==> config.mk <==
export PLATFORM = sky130hd
export DESIGN_NAME = sdram_burst_seq
export DESIGN_NICKNAME = d
export VERILOG_FILES = /design/src/rtl/sbs_pkg.sv /design/src/rtl/sbs_mode_decode.sv /design/src/rtl/sbs_addr_gen.sv /design/src/rtl/sbs_ctrl.sv /design/src/rtl/sdram_burst_seq.sv
export SDC_FILE = /design/constraint.sdc
export NUM_CORES = 1
export LEC_CHECK = 0
export BUFFER_PORTS_ARGS = -buffer_cell sky130_fd_sc_hd__buf_2
export CORE_MARGIN = 4
export CORE_UTILIZATION = 40
export CTS_CLUSTER_DIAMETER = 100
export DETAILED_ROUTE_END_ITERATION = 10
export SYNTH_ARGS = -nofsm -noshare
export SYNTH_HDL_FRONTEND = slang
export SYNTH_HIERARCHICAL = 1
export SYNTH_SLANG_ARGS = --single-unit
==> constraint.sdc <==
create_clock -name clk -period 2.6 [get_ports clk]
set_input_delay 0.26 -clock clk [delete_from_list [all_inputs] [get_ports clk]]
set_output_delay 0.26 -clock clk [all_outputs]
set_load 0.01 [all_outputs]
==> src/rtl/sbs_pkg.sv <==
package sbs_pkg;
  localparam int COL_W  = 9;
  localparam int MODE_W = 14;

  typedef struct packed {
    logic [COL_W-1:0] mask;      // burst length minus one
    logic             full;      // full-page burst
    logic             ilv;       // interleaved order
    logic             wr_single; // writes use one location
    logic [1:0]       cas;       // decoded latency, 0 when reserved
    logic             illegal;
  } cfg_t;
endpackage

==> src/rtl/sbs_mode_decode.sv <==
module sbs_mode_decode
  import sbs_pkg::*;
(
  input  logic              clk,
  input  logic              rst_n,
  input  logic [MODE_W-1:0] mode_word,
  output cfg_t              cfg_q
);
  localparam int BT_BIT = 3;
  localparam int WB_BIT = 9;

  cfg_t cfg_d;
  logic cfg_en;

  always_comb begin
    cfg_d = '0;
    cfg_d.ilv       = mode_word[BT_BIT];
    cfg_d.wr_single = mode_word[WB_BIT];
    unique case (mode_word[2:0])
      3'b000, 3'b001, 3'b010, 3'b011:
        cfg_d.mask = COL_W'((1 << mode_word[1:0]) - 1);
      3'b111: begin
        cfg_d.mask = '1;
        cfg_d.full = 1'b1;
      end
      default: cfg_d.illegal = 1'b1;
    endcase
    unique case (mode_word[6:4])
      3'b010:  cfg_d.cas = 2'd2;
      3'b011:  cfg_d.cas = 2'd3;
      default: cfg_d.illegal = 1'b1;
    endcase
    if (mode_word[8:7] != 2'b00) cfg_d.illegal = 1'b1;
    if (cfg_d.full && cfg_d.ilv) cfg_d.illegal = 1'b1;
  end

  assign cfg_en = (cfg_d != cfg_q);

  always_ff @(posedge clk or negedge rst_n) begin
    if (!rst_n)      cfg_q <= '0;
    else if (cfg_en) cfg_q <= cfg_d;
  end
endmodule

==> src/rtl/sbs_addr_gen.sv <==
module sbs_addr_gen
  import sbs_pkg::*;
(
  input  logic [COL_W-1:0] base,
  input  logic [COL_W-1:0] idx,
  input  logic [COL_W-1:0] mask,
  input  logic             ilv,
  output logic [COL_W-1:0] col
);
  logic [COL_W-1:0] low;

  always_comb begin
    if (ilv) low = base ^ idx;
    else     low = base + idx;
    col = (base & ~mask) | (low & mask);
  end
endmodule

==> src/rtl/sbs_ctrl.sv <==
module sbs_ctrl
  import sbs_pkg::*;
(
  input  logic             clk,
  input  logic             rst_n,
  input  cfg_t             cfg,
  input  logic             start,
  input  logic             is_write,
  input  logic [COL_W-1:0] start_col,
  input  logic             term,
  input  logic [COL_W-1:0] next_col,
  output logic [COL_W-1:0] base_q,
  output logic [COL_W-1:0] idx_nxt,
  output logic [COL_W-1:0] mask_q,
  output logic             ilv_q,
  output logic             full_q,
  output logic [COL_W-1:0] col_q,
  output logic             act_q,
  output logic             done_q,
  output logic             err_q
);
  logic [COL_W-1:0] idx_q, idx_d, base_d, mask_d, col_d;
  logic             act_d, done_d, err_d, ilv_d, full_d;
  logic             single, last;

  assign single  = (cfg.mask == '0) || (is_write && cfg.wr_single);
  assign last    = full_q ? term : (idx_q == mask_q);
  assign idx_nxt = idx_q + 1'b1;

  always_comb begin
    idx_d  = idx_q;
    base_d = base_q;
    mask_d = mask_q;
    ilv_d  = ilv_q;
    full_d = full_q;
    col_d  = col_q;
    act_d  = act_q;
    done_d = 1'b0;
    err_d  = 1'b0;
    if (act_q) begin
      err_d = start;
      if (last) begin
        act_d  = 1'b0;
        done_d = 1'b1;
      end else begin
        idx_d = idx_nxt;
        col_d = next_col;
      end
    end else if (start) begin
      if (cfg.illegal) begin
        err_d = 1'b1;
      end else begin
        act_d  = 1'b1;
        idx_d  = '0;
        col_d  = start_col;
        base_d = start_col;
        mask_d = single ? '0 : cfg.mask;
        ilv_d  = cfg.ilv && !single;
        full_d = cfg.full && !single;
      end
    end
  end

  always_ff @(posedge clk or negedge rst_n) begin
    if (!rst_n) begin
      idx_q  <= '0;
      base_q <= '0;
      mask_q <= '0;
      ilv_q  <= 1'b0;
      full_q <= 1'b0;
      col_q  <= '0;
      act_q  <= 1'b0;
      done_q <= 1'b0;
      err_q  <= 1'b0;
    end else begin
      idx_q  <= idx_d;
      base_q <= base_d;
      mask_q <= mask_d;
      ilv_q  <= ilv_d;
      full_q <= full_d;
      col_q  <= col_d;
      act_q  <= act_d;
      done_q <= done_d;
      err_q  <= err_d;
    end
  end
endmodule

==> src/rtl/sdram_burst_seq.sv <==
module sdram_burst_seq
  import sbs_pkg::*;
(
  input  logic              clk,
  input  logic              rst_n,
  input  logic [MODE_W-1:0] mode_word,
  input  logic              start,
  input  logic              is_write,
  input  logic [COL_W-1:0]  start_col,
  input  logic              term,
  output logic [COL_W-1:0]  col_out,
  output logic              col_vld,
  output logic              done,
  output logic              start_err,
  output logic              mode_illegal,
  output logic [1:0]        cas_lat
);
  cfg_t             cfg;
  logic [COL_W-1:0] base, idx_nxt, burst_mask, next_col;
  logic             ilv, burst_full;

  sbs_mode_decode u_dec (
    .clk       (clk),
    .rst_n     (rst_n),
    .mode_word (mode_word),
    .cfg_q     (cfg)
  );

  sbs_addr_gen u_gen (
    .base (base),
    .idx  (idx_nxt),
    .mask (burst_mask),
    .ilv  (ilv),
    .col  (next_col)
  );

  sbs_ctrl u_ctrl (
    .clk       (clk),
    .rst_n     (rst_n),
    .cfg       (cfg),
    .start     (start),
    .is_write  (is_write),
    .start_col (start_col),
    .term      (term),
    .next_col  (next_col),
    .base_q    (base),
    .idx_nxt   (idx_nxt),
    .mask_q    (burst_mask),
    .ilv_q     (ilv),
    .full_q    (burst_full),
    .col_q     (col_out),
    .act_q     (col_vld),
    .done_q    (done),
    .err_q     (start_err)
  );

  assign mode_illegal = cfg.illegal;
  assign cas_lat      = cfg.cas;
endmodule

### Yosys cells after proc, flatten, opt, wreduce, memory -nomap -nowiden

Index checks and enable logic that the tools add are counted.

| storage, ports and cells | value |
|---|---|
| flip-flop bits (word level) | 56 |
| input bits | 28 |

| operators by class | value |
|---|---|
| add/subtract/negate cells | 3 |
| equal/unequal tests | 10 |
| shift-type cells | 1 |
| muxes and demuxes | 27 |
| bitwise gates (word level) | 7 |
| reduce and logical (&&, ||, !) cells | 15 |

Operators by type and width:

| cell | number |
|---|---|
| 9-bit two-way mux | 10 |
| 9-bit bitwise AND | 2 |
| 9-bit one-hot mux with 2 select lines | 1 |
| 1-bit two-way mux | 15 |
| 15-bit != test | 1 |
| 3-bit by 2-bit equality test with 1-bit output, second input constant | 4 |
| 9-bit by 1-bit adder with 9-bit output, second input constant | 1 |
| 9-bit adder | 1 |
| 9-bit equality test | 1 |
| 9-bit logical NOT | 1 |
| 9-bit NOT | 1 |
| 9-bit bitwise OR | 1 |
| 1-bit by 2-bit << shifter with 9-bit output, first input constant | 1 |
| 9-bit by 2-bit subtractor with 9-bit output, second input constant | 1 |
| 9-bit XOR | 1 |
| 3-bit AND reduction | 2 |
| 5-bit OR reduction | 1 |
| 1-bit logical AND | 4 |
| 2-bit one-hot mux with 2 select lines | 1 |
| 2-bit nonzero test | 2 |
| 4-bit OR reduction | 1 |
| 3-bit by 1-bit equality test with 1-bit output, second input constant | 1 |
| 3-bit equality test, second input constant | 1 |
| 3-bit logical NOT | 1 |
| other kinds (6) | 7 |

### Logic depth before layout (Yosys ltp)

| logic depth | value |
|---|---|
| word-level depth | 7 |
| depth in mapped cells | 12 |
| depth with buffers taken out | 12 |

### Cells and area by module

The synthesis kept the hierarchy.

Modules (own cells, without submodules):

| module | times used | cells each | area each (um2) | seq. area each (um2) |
|---|---|---|---|---|
| sbs_ctrl | 1 | 187 | 1,939.4 | 1,026.0 |
| sbs_addr_gen | 1 | 67 | 519.2 | 0.0 |
| sbs_mode_decode | 1 | 29 | 396.6 | 275.3 |

### Least setup slack after synthesis

No wires, ideal clock.

| timing | value |
|---|---|
| path type | flip-flop to flip-flop |
| from | register, netlist name u_ctrl/idx_q[0] |
| to | register u_ctrl.base_q[6] |
| setup time | 135 ps |
| data arrival time | 2,337 ps |
| data required time | 2,465 ps |
| slack | 129 ps |
| cell stages (with the launch flop) | 11 |
| path buffers | 0 |
| clock period less this slack | 2,471 ps |
| cell sequence | dfrtp_1 ha_1 inv_1 fa_1 nand2b_1 a211oi_2 a31oi_1 xnor2_1 mux2_2 mux2i_1 o21ai_0 |

RTL lines:

| item | RTL line | RTL |
|---|---|---|
| to (signal assigned) | sbs_ctrl.sv:77 | `base_q <= base_d;` |
| to (decl) | sbs_ctrl.sv:12 | `output logic [COL_W-1:0] base_q,` |

### Worst setup path after layout

| timing | value |
|---|---|
| from | register u_ctrl.idx_q[0] |
| to | register u_ctrl.col_q[8] |

| on the way | value |
|---|---|
| longest elaborated chain between the ends | 7 |
| elaborated cells between the ends (all ways) | 12 |

Ends and longest elaborated chain:

| item | RTL line | RTL |
|---|---|---|
| from (decl) | sbs_ctrl.sv:22 | `logic [COL_W-1:0] idx_q, idx_d, base_d, mask_d, col_d;` |
| from (signal assigned) | sbs_ctrl.sv:76 | `idx_q <= idx_d;` |
| 9-bit by 1-bit adder with 9-bit output | sbs_ctrl.sv:28 | `assign idx_nxt = idx_q + 1'b1;` |
| named net idx_nxt[1] | sdram_burst_seq.sv:19 | `logic [COL_W-1:0] base, idx_nxt, burst_mask, next_col;` |
| 9-bit adder | sbs_addr_gen.sv:14 | `else low = base + idx;` |
| 9-bit two-way mux | sbs_addr_gen.sv:13 | `if (ilv) low = base ^ idx;` |
| 9-bit bitwise AND | sbs_addr_gen.sv:15 | `col = (base & ~mask) \| (low & mask);` |
| 9-bit bitwise OR | sbs_addr_gen.sv:15 |  |
| named net next_col[8] | sdram_burst_seq.sv:19 |  |
| 9-bit two-way mux | sbs_ctrl.sv:42 | `if (last) begin` |
| 9-bit two-way mux | sbs_ctrl.sv:40 | `if (act_q) begin` |
| to (signal assigned) | sbs_ctrl.sv:81 | `col_q <= col_d;` |
| to (decl) | sbs_ctrl.sv:17 | `output logic [COL_W-1:0] col_q,` |

The timed path passes the listed nets, and every way through them passes these cells. The select of a mux whose other input is x is not followed.
A chain may end at the register's enable or synchronous reset.

==> insert_results.sql <==
INSERT INTO impl_metrics (metric_group, metric, value, unit) VALUES
('setup_path', 'worstPathRequired', '2.85', 'ns'),
('global_route', 'globalRoute.totalOverflow', '0', ''),
('routing', 'met3WireLength', '164', 'µm'),
('synth', 'synth_area_leaders', 'sky130_fd_sc_hd__dfrtp_1, sky130_fd_sc_hd__nand2_1, sky130_fd_sc_hd__mux2i_1', ''),
('global_route', 'initial_antenna_violation_count', '0', ''),
('floorplanning', 'design.core.area', '6870', 'µm²'),
('routing', 'route.vias.total', '2163', ''),
('setup_path', 'timing.critical_path.slowest_stage_cell', 'sky130_fd_sc_hd__dfrtp_2', ''),
('sta', 'setup_viol_count_final', '0', ''),
('routing', 'wl_per_cell', '14.8', 'µm'),
('power', 'power_leakage', '1.64', 'nW'),
('global_route', 'grt_max_degree', '39', ''),
('clock_network', 'post_cts.repair.setup_buffers', '0', ''),
('sta', 'finalMaxSlewViolations', '0', ''),
('clock_network', 'htree_num_levels', '2', ''),
('clock_network', 'root_buffer', 'sky130_fd_sc_hd__clkbuf_8', ''),
('global_route', 'grt.total_usage', '0.160', ''),
('clock_network', 'cts_buffer_depth', '2', ''),
('setup_path', 'worstPathCellList', 'ha_4, inv_1, fa_2, nand2b_4, a211oi_4, buf_4, a21oi_1, o211ai_1, xor2_1, mux2i_1, a21oi_1', ''),
('power', 'power_density', '844', 'nW/µm²'),
('floorplanning', 'placementRows', '30', ''),
('setup_path', 'worst-path-max-fanout', '4', ''),
('sta', 'hold_ws', '0.0464', 'ns'),
('setup_path', 'ff_to_ff_path_depth', '11', ''),
('synth', 'synth.net_count', '321', ''),
('floorplanning', 'floorplan.die.height', '92.5', 'µm'),
('clock_network', 'clk_pin_slew', '0.10', 'ns'),
('placed_design', 'detailedPlacementHpwl', '4730', 'µm'),
('routing', 'routed_wirelength', '6390', 'µm'),
('flow_run', 'max_cap_violations', '0', ''),
('final_layout', 'antennaDiodeCount', '0', ''),
('worst_hold_path', 'holdCritPathClass', 'input pin to register', ''),
('setup_path', 'start_kind', 'register', ''),
('placed_design', 'place_congestion', '0.880', ''),
('sta', 'hold_violations', '0', ''),
('synth', 'synth_top_flop_cell', 'sky130_fd_sc_hd__dfrtp_1', ''),
('placed_design', 'placed_cell_count', '422', ''),
('routing', 'post_drt_via_cell_ratio', '5.02', ''),
('global_route', 'grt_first_pass_wirelength', '10700', 'µm'),
('synth', 'synth_cell_type_count', '49', ''),
('synth', 'synthDominantCellAreaShare', '0.456', ''),
('final_layout', 'final_core_util', '0.499', ''),
('power', 'maximum_vdd_drop', '448', 'µV'),
('synth', 'synthCells', '283', ''),
('clock_network', 'cts_inserted_buffers', '5', ''),
('sta', 'timing.fmax', '400', 'MHz'),
('sta', 'finalWorstPathRequiredPeriod', '2.50', 'ns'),
('sta', 'relSlewSlack', '0.668', ''),
('setup_path', 'timing.critical_path.mode_cell', 'sky130_fd_sc_hd__a21oi_1', ''),
('final_layout', 'fillerInstances', '636', ''),
('setup_path', 'critPathMaxStageDelay', '0.45', 'ns'),
('final_layout', 'area_growth_syn_to_layout', '20.0', '%'),
('floorplanning', 'die_w', '92.5', 'µm'),
('routing', 'max_used_layer', 'met4', ''),
('floorplanning', 'top_level_i_o_count', '43', ''),
('clock_network', 'cts.sinks', '52', ''),
('sta', 'final.setup_skew', '0.00269', 'ns'),
('sta', 'worstMarginPinSlew', '0.498', 'ns'),
('synth', 'synth_async_sr_flop_share', '1.00', ''),
('status', 'status', 'finished clean', ''),
('final_layout', 'final_layout_size_suffix_gt1_frac', '0.304', ''),
('sta', 'timing.final.crit_share', '0.962', ''),
('routing', 'drt-pass1-iter-count', '4', ''),
('worst_hold_path', 'hold_path_depth', '1', ''),
('floorplanning', 'dieArea', '8550', 'µm²'),
('routing', 'first_iter_violations', '72', ''),
('synth', 'syn-cell-area', '2860', 'µm²'),
('synth', 'number_of_flops_mapped_to_enable_cells_by_yosys', '0', ''),
('routing', 'm1WireLength', '3030', 'µm'),
('floorplanning', 'floorplan.initialDensity', '0.416', ''),
('final_layout', 'num-nets-final', '372', '');
## worst paths after layout
check / endpoint / slack (ns) / from
max: u_ctrl/col_q[8] / 0.1 / u_ctrl/idx_q[0]
min: u_dec/cfg_q[3] / 0.05 / mode_word[9]
max reg2reg: u_ctrl/col_q[8] / 0.1 / u_ctrl/idx_q[0]
min reg2reg: u_ctrl/ilv_q / 0.48 / u_dec/cfg_q[4]
max in group asynchronous: u_ctrl/idx_q[0] / 1.40 / rst_n
min in group asynchronous: u_ctrl/base_q[8] / 0.37 / rst_n
## cells by family after synthesis
family,synth area share
buffers and inverters,0.0412
muxes,0.0592
and+or+nand+nor,0.180
DFF,0.456
adders and majority gates,0.0504
AOI/OAI and AO/OA,0.146
xor gates and xnor gates,0.0675
## where the power goes
part / switching, mW / internal, mW / leakage (nW)
registers: 0.143 / 0.984 / 0.663
clock network: 0.293 / 0.198 / 0.0463
logic: 0.670 / 0.604 / 0.928
## area by class of cell
cell class / count / area (µm²) / share of cell area
multi-input combinational: 207 / 1530 / 0.446
sequential: 52 / 1300 / 0.380
timing repair buffer: 58 / 343 / 0.100
tap: 96 / 120 / 0.0350
clock buffer: 5 / 68.8 / 0.0201
inverter: 10 / 37.5 / 0.0110
clock inverter: 3 / 27.5 / 0.00803
## Yosys cell counts (all sizes together) (2+ instances only)
| cell type | n |
|---|---|
| nor3 | 12 |
| o211ai | 2 |
| inv | 10 |
| a211oi | 4 |
| nor2 | 17 |
| ha | 9 |
| a21oi | 17 |
| nand3b | 3 |
| a22o | 9 |
| mux2i | 12 |
| xnor2 | 9 |
| nand3 | 10 |
| nand2 | 39 |
| xor2 | 13 |
| and3 | 9 |
| nor2b | 3 |
| mux2 | 4 |
| a31oi | 3 |
| and2 | 4 |
| buf | 8 |
| dfrtp | 52 |
| nand2b | 3 |
| clkbuf | 6 |
| and3b | 2 |
| o21ai | 9 |
## registers in the layout, summed over array words and instances (netlist names)
register / cells
u_ctrl/full_q: 1
u_ctrl/err_q: 1
u_dec/cfg_q: 11
u_ctrl/ilv_q: 1
u_ctrl/base_q: 9
u_ctrl/mask_q: 9
u_ctrl/done_q: 1
u_ctrl/col_q: 9
u_ctrl/idx_q: 9
u_ctrl/act_q: 1
## routing by layer
layer / GRT usage / vias to the layer above
li1: - / 1085
met3: 0.0276 / 12
met1: 0.214 / 1035
met5: 0 / -
met4: 0.0644 / 0
met2: 0.259 / 31
## metrics by stage
step                      cell area [µm²]  total power, mW  TNS [ns]  setup slack, ns
final                                3430             2.89         0           0.0991
after floorplan                      2860             1.92         0            0.129
after global routing                 3430             3.14   -0.0289          -0.0140
after global placement               3230             2.30         0           0.0482
after CTS                            3330             2.84         0          0.00102
after detailed placement             3230             2.34         0           0.0439
## cell usage in the layout, fill, tap and decap left out, types with 4 or more instances in the layout
cell	n
sky130_fd_sc_hd__nand3_1	9
sky130_fd_sc_hd__dfrtp_1	51
sky130_fd_sc_hd__o21ai_0	8
sky130_fd_sc_hd__nor2_1	15
sky130_fd_sc_hd__buf_2	38
sky130_fd_sc_hd__a22o_1	9
sky130_fd_sc_hd__nand2_1	39
sky130_fd_sc_hd__mux2i_1	11
sky130_fd_sc_hd__xnor2_1	8
sky130_fd_sc_hd__ha_1	6
sky130_fd_sc_hd__nor3_1	10
sky130_fd_sc_hd__xor2_1	11
sky130_fd_sc_hd__a21oi_1	17
sky130_fd_sc_hd__and3_4	4
sky130_fd_sc_hd__inv_1	7
sky130_fd_sc_hd__clkbuf_8	5
sky130_fd_sc_hd__buf_4	19
## critical path, delay by kind of cell, from the launching register on
family / cells / cell delay [ns]
AO/OA/AOI/OAI: 4 / 0.71
XOR/XNOR: 1 / 0.18
multiplexers: 1 / 0.09
AND/OR/NAND/NOR: 1 / 0.15
flip-flops: 1 / 0.45
adder cells (fa/ha/maj): 2 / 0.64
buffers and inverters: 2 / 0.21
## timing repair
item | CTS | global route
hold buffers | 1 | 0
setup endpoints to repair | 0 | 6
resized for setup | 0 | 21
endpoints found under the hold margin | 14 | 0
Note: power is estimated with default switching activity, not from simulation.
